===== config.mk =====
export PLATFORM = sky130hd
export DESIGN_NAME = xtal_prescaler
export DESIGN_NICKNAME = d
export VERILOG_FILES = /design/src/rtl/xtal_prescaler_pkg.sv /design/src/rtl/xp_swallow.sv /design/src/rtl/xp_binary.sv /design/src/rtl/xp_johnson.sv /design/src/rtl/xtal_prescaler.sv
export SDC_FILE = /design/constraint.sdc
export NUM_CORES = 1
export LEC_CHECK = 0
export BUFFER_PORTS_ARGS = -buffer_cell sky130_fd_sc_hd__buf_2
export CAP_MARGIN = 0
export CELL_PAD_IN_SITES_DETAIL_PLACEMENT = 0
export CELL_PAD_IN_SITES_GLOBAL_PLACEMENT = 1
export CORE_UTILIZATION = 43
export DETAILED_ROUTE_END_ITERATION = 10
export PLACE_DENSITY_LB_ADDON = 0.12
export SLEW_MARGIN = 25
export SYNTH_ARGS = -nofsm -noshare
export SYNTH_HDL_FRONTEND = slang
export SYNTH_SLANG_ARGS = --single-unit

===== constraint.sdc =====
create_clock -name clk -period 4.9 [get_ports clk]
set_input_delay 0.735 -clock clk [delete_from_list [all_inputs] [get_ports clk]]
set_output_delay 0.735 -clock clk [all_outputs]
set_load 0.02 [all_outputs]

===== src/rtl/xtal_prescaler_pkg.sv =====
package xtal_prescaler_pkg;

  // Next state of a twisted-ring counter, with the illegal states folded to zero.
  function automatic logic [7:0] ring_next(input logic [7:0] q, input int unsigned w);
    logic [7:0] n;
    n = '0;
    if (!ring_legal(q, w)) return '0;
    for (int i = w - 1; i > 0; i--) n[i] = q[i-1];
    n[0] = ~q[w-1];
    return n;
  endfunction

  // Legal ring states have at most one bit-to-bit change in the linear word.
  function automatic logic ring_legal(input logic [7:0] q, input int unsigned w);
    int unsigned changes;
    changes = 0;
    for (int i = 1; i < w; i++) if (q[i] != q[i-1]) changes++;
    return changes <= 1;
  endfunction

endpackage


===== src/rtl/xp_swallow.sv =====
module xp_swallow #(
  parameter int unsigned DROP_EVERY = 16
) (
  input  logic clk,
  input  logic rst_n,
  input  logic clr,
  input  logic en_in,
  output logic en_out
);
  localparam int unsigned CW = $clog2(DROP_EVERY);
  localparam logic [CW-1:0] LAST = CW'(DROP_EVERY - 1);

  logic [CW-1:0] cnt;
  logic          drop_now;

  assign drop_now = en_in && (cnt == LAST);
  assign en_out   = en_in && !drop_now;

  always_ff @(posedge clk) begin
    if (!rst_n || clr)  cnt <= '0;
    else if (en_in)     cnt <= (cnt == LAST) ? '0 : cnt + 1'b1;
  end

  a_r2_no_invented_pulse: assert property (@(posedge clk) disable iff (!rst_n)
    en_out |-> en_in);
  a_r2_drop_on_last: assert property (@(posedge clk) disable iff (!rst_n)
    (en_in && cnt == LAST) |-> !en_out);
endmodule


===== src/rtl/xp_binary.sv =====
module xp_binary #(
  parameter int unsigned BIN_W = 9
) (
  input  logic clk,
  input  logic rst_n,
  input  logic clr,
  input  logic en_in,
  output logic carry
);
  logic [BIN_W-1:0] cnt;

  assign carry = en_in && (&cnt);

  always_ff @(posedge clk) begin
    if (!rst_n || clr) cnt <= '0;
    else if (en_in)    cnt <= cnt + 1'b1;
  end

  a_r3_carry_needs_input: assert property (@(posedge clk) disable iff (!rst_n)
    carry |-> en_in);
  a_r3_carry_wraps: assert property (@(posedge clk) disable iff (!rst_n || clr)
    carry |=> (cnt == '0));
endmodule


===== src/rtl/xp_johnson.sv =====
module xp_johnson
  import xtal_prescaler_pkg::*;
#(
  parameter int unsigned JSTAGES = 3
) (
  input  logic               clk,
  input  logic               rst_n,
  input  logic               clr,
  input  logic               step,
  output logic [JSTAGES-1:0] q,
  output logic               at_last
);
  localparam logic [JSTAGES-1:0] LAST_STATE = {1'b1, {(JSTAGES-1){1'b0}}};

  logic [7:0] nxt_w;

  assign nxt_w   = ring_next(8'(q), JSTAGES);
  assign at_last = (q == LAST_STATE);

  always_ff @(posedge clk) begin
    if (!rst_n || clr) q <= '0;
    else if (step)     q <= nxt_w[JSTAGES-1:0];
  end

  a_r4_hold_without_step: assert property (@(posedge clk) disable iff (!rst_n || clr)
    !step |=> $stable(q));
  a_r4_one_bit_moves: assert property (@(posedge clk) disable iff (!rst_n || clr)
    (step && ring_legal(8'(q), JSTAGES)) |=> ($countones(q ^ $past(q)) == 1));
endmodule


===== src/rtl/xtal_prescaler.sv =====
module xtal_prescaler #(
  parameter int unsigned DROP_EVERY = 16,
  parameter int unsigned BIN_W      = 9,
  parameter int unsigned JSTAGES    = 3
) (
  input  logic               clk,
  input  logic               rst_n,
  input  logic               osc_en,
  input  logic               osc_lvl,
  input  logic               clk_stop,
  input  logic               test_mode,
  input  logic               irq_armed,
  input  logic               irq_timer_n,
  output logic               set_tick,
  output logic               set_pulse,
  output logic [JSTAGES-1:0] six_phase,
  output logic               irq_pin_n
);
  logic run;
  logic chain_clr;
  logic en_30k;
  logic en_60;
  logic ring_last;
  logic div_tick;
  logic fast_tick;

  assign run       = !clk_stop && !test_mode;
  assign chain_clr = !run;

  xp_swallow #(.DROP_EVERY(DROP_EVERY)) u_swallow (
    .clk(clk), .rst_n(rst_n), .clr(chain_clr),
    .en_in(osc_en && run), .en_out(en_30k));

  xp_binary #(.BIN_W(BIN_W)) u_binary (
    .clk(clk), .rst_n(rst_n), .clr(chain_clr),
    .en_in(en_30k), .carry(en_60));

  xp_johnson #(.JSTAGES(JSTAGES)) u_johnson (
    .clk(clk), .rst_n(rst_n), .clr(chain_clr),
    .step(en_60), .q(six_phase), .at_last(ring_last));

  assign div_tick  = en_60 && ring_last;
  assign fast_tick = test_mode && !clk_stop && osc_en;
  assign set_tick  = div_tick || fast_tick;
  assign set_pulse = run && ring_last;
  assign irq_pin_n = (test_mode && !irq_armed) ? osc_lvl : irq_timer_n;

  a_r6_stop_no_tick: assert property (@(posedge clk) disable iff (!rst_n)
    clk_stop |-> !set_tick);
  a_r6_stop_clears: assert property (@(posedge clk) disable iff (!rst_n)
    clk_stop |=> (six_phase == '0));
  a_r5_tick_ends_pulse: assert property (@(posedge clk) disable iff (!rst_n)
    (div_tick && run) |=> (six_phase == '0));
  a_r7_test_frozen: assert property (@(posedge clk) disable iff (!rst_n)
    test_mode |=> (six_phase == '0));
endmodule


==> reports/qor.yml <==
vias: 811
drt-met1-wl_um: 894
dr.pass1.iters: 4
hold_path.class: "reg -> reg"
nets: 130
p_leak_nw: 0.3243
drc_errors: 0
coreArea_um2: 1942
whs_ns: 0.4781
cts.sinks: 16
cts_setup_buffers: 0
synth_enable_flop_cells: 0
ys_types: 30
routed_wl_mm: 1.818
maxCapViolCount: 0
gp_congestion: 0.6942
setup_tns_ns: 0
syn2layout_area_growth_pct: 12.82
die_x_um: 47.45
grt_pass1_vias: 676
clock_latency_ns: 0.29
drv_slew: 0
antenna_found_initial: 0
syn_inst: 105
start_kind: "register"
power_uw: 234.2
dp_slack_ns: 2.538
end_kind: "primary output"
ys_async_sr_fraction: 0
ctsHoldBuffers: 0
pwr_density_cell_nw_per_um2: 233.6
antenna_cells: 0
nFillCells: 206
path_clk_slew_ns: 0.10
hpwl_mm: 1.313
rsz0062_at_grt: "no"
synth_area_per_cell_um2: 8.460
finClkSkew_ns: 0.005550
cts.htree.levels: 1
dr_wl_met2_um: 831
track_usage: 0.1818
die_area_um2: 2252
wl_met3_um: 63
synth_area_leader_cell: "dfxtp_1"
rows: 16
synth_area_um2: 888.4
tightest_slew_ns: 0.8826
peakVddDrop_mv: 0.1295
io_buffers: 13
synth-seq-area-share: 0.3606
final_cell_mix: "dfxtp_1, buf_2, a21oi_1"
io_pins: 14
viasPerCell: 5.632
root_buffer: "clkbuf_4"
initial_core_util: 0.4575
finalCritPeriodShare: 0.5415
hold_viol_final: 0
synth_top_area_frac: 0.3606
clock_path_buffers: 2
crit_arrival_ns: 1.92
synth_seq_cells: 16
die_height_um: 47.45
synth_area_leaders: "dfxtp_1, a21oi_1, ha_1"
synth_ff_type: "dfxtp_1"
period_minus_slack_ns: 2.653
crit_type: "reg -> out"
drtAntennaViolNets: 0
cts_tree: "done"
timing.final.ws_setup_ns: 2.247
grt_max_degree: 18
cts_made_buffers: 3
setup_viol: 0
syn-num-nets: 117
cts_resized: 0
outcome: "finished clean"
place_area_um2: 965.9
synth_warnings: 0
wl_per_cell_um: 12.63
grt_pass1_wl_mm: 2.801
grt_overflow: 0
crit_fanout: 5
maxSlewHeadroom: 0.4103
drive_gt1_frac: 0.1624
fin_area_um2: 1002
top_layer: "met4"
fmax_ghz: 0.3769
required_ns: 4.16
final_common_cell: "dfxtp_1"
initialDrtViolationCount: 14
==> synthesized netlist by cell type (2+ instances only) <==
master,instances
dfxtp_1,16
a21oi_1,11
nand2_1,6
nand3_1,6
o21ai_0,6
inv_1,5
nand2b_1,5
nand4_1,5
ha_1,4
mux2i_1,4
nor2_1,4
o31ai_1,4
clkbuf_1,3
nor3b_1,3
or3_1,3
or4_1,3
a41oi_1,2
and3_1,2
nor4b_1,2
==> final cells by class <==
class	count	area, µm²	area share
Tap cell	27	33.78	0.03371
Multi-Input combinational cell	79	528.0	0.5268
Timing Repair Buffer	13	65.06	0.06492
Clock buffer	4	36.28	0.03620
Inverter	5	18.77	0.01873
Sequential cell	16	320.3	0.3196
==> registers in the layout (all words and copies together), names as in the netlist <==
register       count
u_johnson.q        3
u_binary.cnt       9
u_swallow.cnt      4
==> cells by family (layout without fill, tap and decap cells) <==
kind of cell,count (synthesis),count (layout),share of synthesized area
and+or+nand+nor,44,44,0.3014
AOI/OAI and AO/OA,24,24,0.1592
DFF,16,16,0.3606
buffers and inverters,10,22,0.04506
muxes,5,5,0.05775
adders and majority gates,4,4,0.05634
xor gates and xnor gates,2,2,0.01972
==> worst paths after layout <==
| check | to | slack (ns) | cells past startpoint | start |
|---|---|---|---|---|
| max | set_tick | 2.25 | 7 | u_binary.cnt[0]$_SDFFE_PP0P_ |
| min | u_binary.cnt[6]$_SDFFE_PP0P_ | 0.48 | 2 | u_binary.cnt[6]$_SDFFE_PP0P_ |
| max reg2reg | u_johnson.q[1]$_SDFFE_PP0P_ | 3.14 | 7 | u_binary.cnt[0]$_SDFFE_PP0P_ |
| min reg2reg | u_binary.cnt[6]$_SDFFE_PP0P_ | 0.48 | 2 | u_binary.cnt[6]$_SDFFE_PP0P_ |
==> layer usage <==
layer,up-vias,track usage
met5,-,0
met2,16,0.2959
li1,419,-
met4,0,0.1029
met1,372,0.2251
met3,4,0.03396
==> where the power goes <==
group / switching, mW / internal (mW) / total, mW
logic: 0.00882 / 0.00591 / 0.0147
registers: 0.000258 / 0.130 / 0.130
clock network: 0.0438 / 0.0453 / 0.0890
==> per-stage QoR <==
stage | std cells | util
finish | 144 | 0.5161
global route | 144 | 0.5161
CTS | 144 | 0.5161
detailed placement | 140 | 0.4974
global placement | 140 | 0.4974
floorplan | 105 | -
==> worst max-delay path, cell delays in order (launching register included) <==
cell	delay (ns)
dfxtp_1	0.42
ha_1	0.25
nand3_1	0.09
nor2_1	0.11
ha_1	0.25
a41oi_1	0.14
nor3b_1	0.18
buf_2	0.19
Note: power is estimated with default switching activity, not from simulation.
